### src/rtl/bo_pkg.sv
package bo_pkg;

  // Captured command mode bits.
  typedef struct packed {
    logic rd;    // 1 = read
    logic ilv;   // 1 = interleaved
    logic chop;  // 1 = 4-beat chop
  } bo_mode_t;

  // What a beat slot carries.
  typedef enum logic [1:0] {
    SLOT_IDLE = 2'd0,  // no burst
    SLOT_DATA = 2'd1,  // real beat
    SLOT_HIZ  = 2'd2,  // read chop pad, drivers off
    SLOT_MASK = 2'd3   // write chop pad, content ignored
  } bo_slot_e;

endpackage

### src/rtl/bo_sequencer.sv
module bo_sequencer
  import bo_pkg::*;
#(
  parameter int BL    = 8,
  parameter int COL_W = $clog2(BL)
) (
  input  logic             clk,
  input  logic             rst,
  input  logic             cmd_valid,
  input  bo_mode_t         cmd_mode,
  input  logic [COL_W-1:0] cmd_start,
  output logic             active,
  output logic [COL_W-1:0] beat,
  output bo_mode_t         mode,
  output logic [COL_W-1:0] start,
  output logic             err
);

  localparam logic [COL_W-1:0] LAST = COL_W'(BL - 1);

  logic at_last;
  logic accept;

  assign at_last = active && (beat == LAST);
  assign accept  = cmd_valid && (!active || at_last);

  always_ff @(posedge clk) begin
    if (rst) begin
      active <= 1'b0;
      beat   <= '0;
      mode   <= '0;
      start  <= '0;
      err    <= 1'b0;
    end else begin
      err <= cmd_valid && !accept;
      if (accept) begin
        active <= 1'b1;
        beat   <= '0;
        mode   <= cmd_mode;
        start  <= cmd_start;
      end else if (active) begin
        if (at_last) begin
          active <= 1'b0;
          beat   <= '0;
        end else begin
          beat <= beat + 1'b1;
        end
      end
    end
  end

  AST_SLOT_ADVANCE: assert property (@(posedge clk) disable iff (rst)
    (active && beat != LAST) |=> (active && beat == $past(beat) + 1'b1));

  AST_CHAIN_NO_GAP: assert property (@(posedge clk) disable iff (rst)
    (cmd_valid && active && beat == LAST) |=> (active && beat == '0));

  AST_BUSY_REJECT: assert property (@(posedge clk) disable iff (rst)
    (cmd_valid && active && beat != LAST) |=> (err && start == $past(start) && mode == $past(mode)));

endmodule

### src/rtl/bo_col_map.sv
module bo_col_map
  import bo_pkg::*;
#(
  parameter int BL    = 8,
  parameter int COL_W = $clog2(BL)
) (
  input  bo_mode_t         mode,
  input  logic [COL_W-1:0] start,
  input  logic [COL_W-1:0] beat,
  output logic [COL_W-1:0] col
);

  localparam int LOW_W = COL_W - 1;

  logic [COL_W-1:0] ilv_col;
  logic [COL_W-1:0] seq_col;
  logic [COL_W-1:0] wr_chop_col;
  logic [LOW_W-1:0] low_sum;

  // Interleaved: one XOR per address bit.
  for (genvar g = 0; g < COL_W; g++) begin : g_ilv
    assign ilv_col[g] = start[g] ^ beat[g];
  end

  // Sequential: low bits wrap within a half, top bit toggles per half.
  assign low_sum = start[LOW_W-1:0] + beat[LOW_W-1:0];
  assign seq_col = {start[COL_W-1] ^ beat[COL_W-1], low_sum};

  // Chopped write: only the half select of the start survives.
  assign wr_chop_col = {start[COL_W-1], beat[LOW_W-1:0]};

  always_comb begin
    if (mode.rd) begin
      col = mode.ilv ? ilv_col : seq_col;
    end else if (mode.chop) begin
      col = wr_chop_col;
    end else begin
      col = beat;
    end
  end

endmodule

### src/rtl/bo_slot_class.sv
module bo_slot_class
  import bo_pkg::*;
#(
  parameter int BL    = 8,
  parameter int COL_W = $clog2(BL)
) (
  input  logic             active,
  input  logic             rd,
  input  logic             chop,
  input  logic [COL_W-1:0] beat,
  output bo_slot_e         slot
);

  localparam logic [COL_W-1:0] HALF = COL_W'(BL / 2);

  always_comb begin
    if (!active) begin
      slot = SLOT_IDLE;
    end else if (chop && (beat >= HALF)) begin
      slot = rd ? SLOT_HIZ : SLOT_MASK;
    end else begin
      slot = SLOT_DATA;
    end
  end

endmodule

### src/rtl/ddr3_burst_order.sv
module ddr3_burst_order
  import bo_pkg::*;
#(
  parameter int BL    = 8,
  parameter int COL_W = $clog2(BL)
) (
  input  logic             clk,
  input  logic             rst,
  input  logic             cmd_valid,
  input  logic             cmd_rd,
  input  logic             cmd_ilv,
  input  logic             cmd_chop,
  input  logic [COL_W-1:0] cmd_col,
  output logic             beat_valid,
  output logic [COL_W-1:0] beat_col,
  output logic             beat_drive,
  output logic             beat_dc,
  output logic             cmd_err
);

  bo_mode_t         cmd_mode;
  bo_mode_t         mode_q;
  logic             active_q;
  logic [COL_W-1:0] beat_q;
  logic [COL_W-1:0] start_q;
  logic [COL_W-1:0] mapped_col;
  bo_slot_e         slot;

  assign cmd_mode = '{rd: cmd_rd, ilv: cmd_ilv, chop: cmd_chop};

  bo_sequencer #(.BL(BL), .COL_W(COL_W)) u_seq (
    .clk       (clk),
    .rst       (rst),
    .cmd_valid (cmd_valid),
    .cmd_mode  (cmd_mode),
    .cmd_start (cmd_col),
    .active    (active_q),
    .beat      (beat_q),
    .mode      (mode_q),
    .start     (start_q),
    .err       (cmd_err)
  );

  bo_col_map #(.BL(BL), .COL_W(COL_W)) u_map (
    .mode  (mode_q),
    .start (start_q),
    .beat  (beat_q),
    .col   (mapped_col)
  );

  bo_slot_class #(.BL(BL), .COL_W(COL_W)) u_cls (
    .active (active_q),
    .rd     (mode_q.rd),
    .chop   (mode_q.chop),
    .beat   (beat_q),
    .slot   (slot)
  );

  always_comb begin
    beat_valid = (slot != SLOT_IDLE);
    beat_drive = (slot == SLOT_DATA) || (slot == SLOT_MASK);
    beat_dc    = (slot == SLOT_HIZ)  || (slot == SLOT_MASK);
    beat_col   = beat_valid ? mapped_col : '0;
  end

  AST_RESET_IDLE: assert property (@(posedge clk)
    rst |=> (!beat_valid && !cmd_err));

  AST_IDLE_QUIET: assert property (@(posedge clk) disable iff (rst)
    !beat_valid |-> (!beat_drive && !beat_dc));

  AST_HIZ_IS_DC: assert property (@(posedge clk) disable iff (rst)
    (beat_valid && !beat_drive) |-> (beat_dc && mode_q.rd && mode_q.chop));

  AST_WRITE_ASCENDS: assert property (@(posedge clk) disable iff (rst)
    (beat_valid && !mode_q.rd && !mode_q.chop) |-> (beat_col == beat_q));

  AST_WR_CHOP_HALF: assert property (@(posedge clk) disable iff (rst)
    (beat_valid && !mode_q.rd && mode_q.chop && !beat_dc)
      |-> (beat_col[COL_W-1] == start_q[COL_W-1]));

endmodule

### config.mk
export PLATFORM = sky130hd
export DESIGN_NAME = ddr3_burst_order
export DESIGN_NICKNAME = d
export VERILOG_FILES = /design/src/rtl/bo_pkg.sv /design/src/rtl/bo_sequencer.sv /design/src/rtl/bo_col_map.sv /design/src/rtl/bo_slot_class.sv /design/src/rtl/ddr3_burst_order.sv
export SDC_FILE = /design/constraint.sdc
export NUM_CORES = 1
export LEC_CHECK = 0
export BUFFER_PORTS_ARGS = -buffer_cell sky130_fd_sc_hd__buf_4
export CAP_MARGIN = 40
export CORE_MARGIN = 3
export CORE_UTILIZATION = 40
export CTS_CLUSTER_SIZE = 28
export DETAILED_ROUTE_END_ITERATION = 7
export HOLD_SLACK_MARGIN = 0.05
export PLACE_DENSITY_LB_ADDON = 0.3
export SLEW_MARGIN = 25
export SYNTH_ARGS = -nofsm -noshare
export SYNTH_HDL_FRONTEND = slang
export SYNTH_SLANG_ARGS = --single-unit
### constraint.sdc
create_clock -name clk -period 1.4 [get_ports clk]
set_input_delay 0.28 -clock clk [delete_from_list [all_inputs] [get_ports clk]]
set_output_delay 0.28 -clock clk [all_outputs]
set_load 0.005 [all_outputs]
After elaboration in Yosys (flattened, before gate mapping). Index checks and enable logic that the tools add are counted.

Input bits: 9. Output and inout bits: 7. Register bits: 11. Word-level logic and storage cells: 39.

Add/sub/neg operators: 2. Reductions and logical operators: 11. Magnitude comparators: 1. Bitwise gates (word level): 3. Muxes and demuxes: 11. Eq/ne operators: 4.

Operators by type and width (count): $mux 3 (4); $mux 2 (3); $eq 2x2->1 const B (2); $logic_and 1x1->1 (4); $mux 1 (4); $add 3x1->3 const B (1); $eq 3x3->1 const B (1); $ge 3x3->1 const B (1); $logic_or 1x1->1 (3); $xor 1x1->1 (3); $add 2x2->2 (1); $eq 2x1->1 const B (1); $logic_not 1->1 (2); $reduce_bool 2->1 (1); $reduce_or 2->1 (1).

Longest topological paths before layout.
Depth in word-level cells: 6. Mapped depth: 6.

Cells and area by module. Synthesis repeated with hierarchy kept, for this count alone.

Cells, all modules: 70. Area total of the unflattened synthesis: 643.1 µm².

By module, submodules not included: bo_sequencer (cells each 49, sequential area each 220.2 µm², instances 1, area each 493.0 µm²); bo_col_map (cells each 12, sequential area each 0.0 µm², instances 1, area each 96.3 µm²); ddr3_burst_order (cells each 6, sequential area each 0.0 µm², instances 1, area each 36.3 µm²); bo_slot_class (cells each 3, sequential area each 0.0 µm², instances 1, area each 17.5 µm²).

Least setup slack after synthesis. Ideal clock, no wire load.

Path type: register to output. Start: reg u_seq.beat[0]. End: out beat_col[1]. Data arrival time: 1.010 ns. Data required time: 1.120 ns. Path slack: 0.110 ns. Buffers on the path: 0. Cell stages (with the launch flop): 5. Cell sequence: dfxtp_1 -> ha_1 -> nor2b_1 -> o21ai_1 -> mux2i_1.

Longest elaborated chain between the ends: 6.

Ends and longest elaborated chain: start, declared (RTL line bo_sequencer.sv:13) `output logic [COL_W-1:0] beat,`; start signal, assigned (RTL line bo_sequencer.sv:46) `beat <= beat + 1'b1;`; $ge 3x3->1 (RTL line bo_slot_class.sv:19) `end else if (chop && (beat >= HALF)) begin`; $logic_and 1x1->1 (RTL line bo_slot_class.sv:19); $mux 2 (RTL line bo_slot_class.sv:19); $mux 2 (RTL line bo_slot_class.sv:17) `if (!active) begin`; $reduce_bool 2->1 (RTL line ddr3_burst_order.sv:60) `beat_valid = (slot != SLOT_IDLE);`; $mux 3 (*) (RTL line ddr3_burst_order.sv:63) `beat_col = beat_valid ? mapped_col : '0;`; end, declared (RTL line ddr3_burst_order.sv:15) `output logic [COL_W-1:0] beat_col,`.

Mark *: on every way between the ends. The rest lies on a longest branch, timed or not.

Worst setup path in the final report.
Start: reg u_seq.start[0]. End: out beat_col[1].

Longest elaborated chain between the ends: 4.

Ends and longest elaborated chain: start, declared (RTL line bo_sequencer.sv:15) `output logic [COL_W-1:0] start,`; start signal, assigned (RTL line bo_sequencer.sv:40) `start <= cmd_start;`; $add 2x2->2 (RTL line bo_col_map.sv:26) `assign low_sum = start[LOW_W-1:0] + beat[LOW_W-1:0];`; $mux 2 (RTL line bo_col_map.sv:34) `col = mode.ilv ? ilv_col : seq_col;`; $mux 3 (RTL line bo_col_map.sv:33) `if (mode.rd) begin`; $mux 3 (RTL line ddr3_burst_order.sv:63).

Every way passes these cells.

==> metrics.md <==
| Metric | Value |
|---|---|
| Worst-skew pair later-pin latency | 0.27 ns |
| Violated checks | setup timing |
| Synth area leader | dfxtp_1 |
| Sequential power share | about half |
| Most area-consuming cells after synthesis | dfxtp_1, a21oi_1, ha_1, nand3_1, o21ai_0 |
| Gr ovfl total | 0 |
| Routed WL | 1339 um |
| Max Cap Violations | 0 |
| Detail Route Antenna Nets | 0 |
| Ys Warns | 0 |
| Vias in the first global route | approximately 500 |
| Count of different cell masters after synthesis | 23 |
| Final net count | 103 |
| Status | finished, violations left |
| Syn-to-layout area delta | 44.27% |
| Hold slack | 0.2523 ns |
| Total power | about 0.68 mW |
| Worst relative slew slack | 86.15% |
| Number of hold buffers added after cts | 0 |
| TritonCTS clock tree | built |
| Initial antenna violation count | 0 |
| DRT Pass-1 Iters | 4 |
| Worst path arrival time | 1.32 ns |
| Worst-Margin Slew | 0.2073 ns |
| Sequential area share after synthesis | about two fifths |
| Site Rows | 12 |
| Switching share of power | 26.00% |
| DR vias/cell | 5.394 |
| Worst vdd ir | 0.0005847 V |
| Clk sink count | 11 |
| # DRC | 0 |
| Leakage | 0.3207 nW |
| Post-synth EDFFs | 0 |
| Fmax | 0.6255 GHz |
| Die Wd | 43.69 um |
| Most common cell in the netlist | dfxtp_1 |
| Post-detail-place hpwl | 910.7 um |
| Main synth FF type | dfxtp_1 |
| Htree depth | 1 |
| Critical R2R Launch | u_seq.beat[0]$_SDFFE_PP0P_ |
| Fill cells | about 110 |
| Die span in y | 43.69 um |
| WL per Instance | 12.88 um |
| Crit-path max FO | 2 |
| Pin count of the biggest net entering global routing | 12 |
| Port buffer count | 15 |
| Layout cells sized above 1 | 45.56% |
| Cell Pwr Density | ~830 nW/um^2 |
| Ant diodes | 0 |
| Top Ports | 16 |
| TritonCTS buffer count | 3 |
| Async SR Flop Fraction | 0% |
| Gate power share | 17.3% |
| Internal power | 0.5006 mW |
| Synth Cell Area | 568.0 um^2 |
| CTS clk-pin slew, worst paths | about 0.070 ns |
| Crit start category | register |
| Die Area | 1908 um^2 |
| GPL Wtd Cong | ~0.71 |
| Clock Power Share | 31.5% |
| Final worst setup slack | -0.1988 ns |
| Via count | roughly 560 |
| Critical Path Sink Type | output pin |
| Sw Pwr | between 0.15 and 0.2 mW |
| Tmin final | between 1.5 and 2 ns |
| Worst Setup SP | u_seq.start[0]$_SDFFE_PP0P_ |
| Crit path required time | 1.12 ns |
| CTS Buffer Depth | 2 |
| Period utilization | 114.2% |
| Max Slew Vio Count | 0 |
| Clock Skew | between 0.006 and 0.007 ns |
| Min-delay worst type | input pin to register |
| Core Region | 1216 um^2 |
| RSZ-0062 raised after global routing | yes |
| Total global-route track usage | 15.57% |
| Global-route wire length before repair | 2235 um |
| Starting Density | around 47% |
| Final Hold Fails | 0 |
| CTS root buffer | clkbuf_4 |
| Crit Path Class | register to output pin |
| Syn Area/Cell | ~8 um^2 |
| Iteration-0 DRC Markers | 8 |
| Top cells by count, synth | dfxtp_1, a21oi_1, nand3_1, o21ai_0, nor2_1 |
| Synth top area share | approximately two fifths |
| Synth Instances | 70 |
| Post-synth net total | 82 |
| Flops & latches, synth | 11 |
| Min-delay src | rst |
| Final setup violation count | 2 |
-- metrics by stage --
step / area [um^2] / worst slack (ns) / utilization (%) / setup TNS, ns / instances
after floorplan: 568.0 / 0.1098 / - / 0 / 70
after global placement: 694.4 / 0.02585 / 57.10 / 0 / 97
after detailed placement: 694.4 / -0.009922 / 57.10 / -0.009922 / 97
after CTS: 758.2 / -0.2255 / 62.35 / -0.3385 / 103
after global routing: 819.5 / -0.2672 / 67.39 / -0.5822 / 104
final: 819.5 / -0.1988 / 67.39 / -0.2475 / 104
-- layout by cell type, fill, tap and decap left out --
| cell type | netlist | final |
|---|---|---|
| clkbuf_4 | 0 | 3 |
| inv_2 | 1 | 1 |
| ha_4 | 0 | 3 |
| dfxtp_2 | 0 | 4 |
| nor2_1 | 4 | 4 |
| nor3_1 | 2 | 1 |
| dfxtp_1 | 11 | 5 |
| o21ai_2 | 0 | 1 |
| clkbuf_1 | 2 | 1 |
| a32oi_1 | 1 | 1 |
| a31oi_1 | 3 | 3 |
| nor2b_4 | 0 | 1 |
| o21ai_0 | 7 | 2 |
| nand4bb_1 | 1 | 1 |
| o311ai_2 | 0 | 1 |
| o21ai_1 | 1 | 5 |
| nand2b_2 | 0 | 1 |
| nand2b_1 | 2 | 1 |
| nand2_1 | 3 | 3 |
| dfxtp_4 | 0 | 2 |
| inv_1 | 3 | 3 |
| mux2i_1 | 2 | 2 |
| nand3_1 | 7 | 7 |
| nor3b_1 | 2 | 2 |
| and2b_2 | 1 | 1 |
| a21oi_1 | 8 | 8 |
| buf_4 | 0 | 22 |
| nor3_2 | 0 | 1 |
-- final cells by class --
type / count / area, um^2 / area share (%)
multi-input cells: 49 / 362.8 / 44.27
flip-flops and latches: 11 / 232.7 / 28.40
repair buffers: 22 / 165.2 / 20.15
clock buffers: 4 / 26.28 / 3.206
well taps: 14 / 17.52 / 2.137
inverters: 4 / 15.01 / 1.832
-- state kept, by name, indices dropped and copies added (netlist names) --
name	cells
u_seq.beat	3
u_seq.mode	3
u_seq.active	1
u_seq.err	1
u_seq.start	3
-- power by group through the flow --
stage / Clock (mW) / Combinational, mW / Sequential (mW)
after detailed placement: 0 / 0.0980 / 0.351
final: 0.213 / 0.117 / 0.347
after global placement: 0 / 0.0971 / 0.350
after global routing: 0.238 / 0.130 / 0.350
after CTS: 0.216 / 0.108 / 0.346
after floorplan: 0 / 0.0644 / 0.344
-- per-layer routing --
layer	track usage (%)	up-vias	routed length [um]
met2	22.67	16	606
met5	0	-	0
met4	8.434	0	9
met3	2.905	2	80
li1	-	291	-
met1	21.39	252	643
-- worst max-delay path, stage by stage (launching register included) --
cell,delay [ns]
dfxtp_2,0.34
ha_4,0.15
nor2b_4,0.12
o21ai_2,0.14
mux2i_1,0.19
buf_4,0.12
-- repair_timing --
action,4_1_cts,5_1_grt
resized for setup,14,12
buffers inserted,2,1
cloned,0,0
setup endpoints to repair,3,15
pin swaps,6,8
-- cell families after synthesis --
logic type      share of synthesized area, %
fa+ha+maj                              6.609
mux                                    3.524
flops                                  38.77
simple gates                           22.02
buf+inv                                8.589
compound gates                         20.48
-- final timing paths --
kind | depth (start not counted) | to | slack, ns
worst min register to register | 2 | u_seq.start[0]$_SDFFE_PP0P_ | 0.51
worst max-delay path | 5 | beat_col[1] | -0.20
worst max register to register | 6 | u_seq.mode[1]$_SDFFE_PP0P_ | 0.04
worst min-delay path | 2 | u_seq.mode[0]$_SDFFE_PP0P_ | 0.25
No activity file was read; power rests on OpenSTA's default activity.
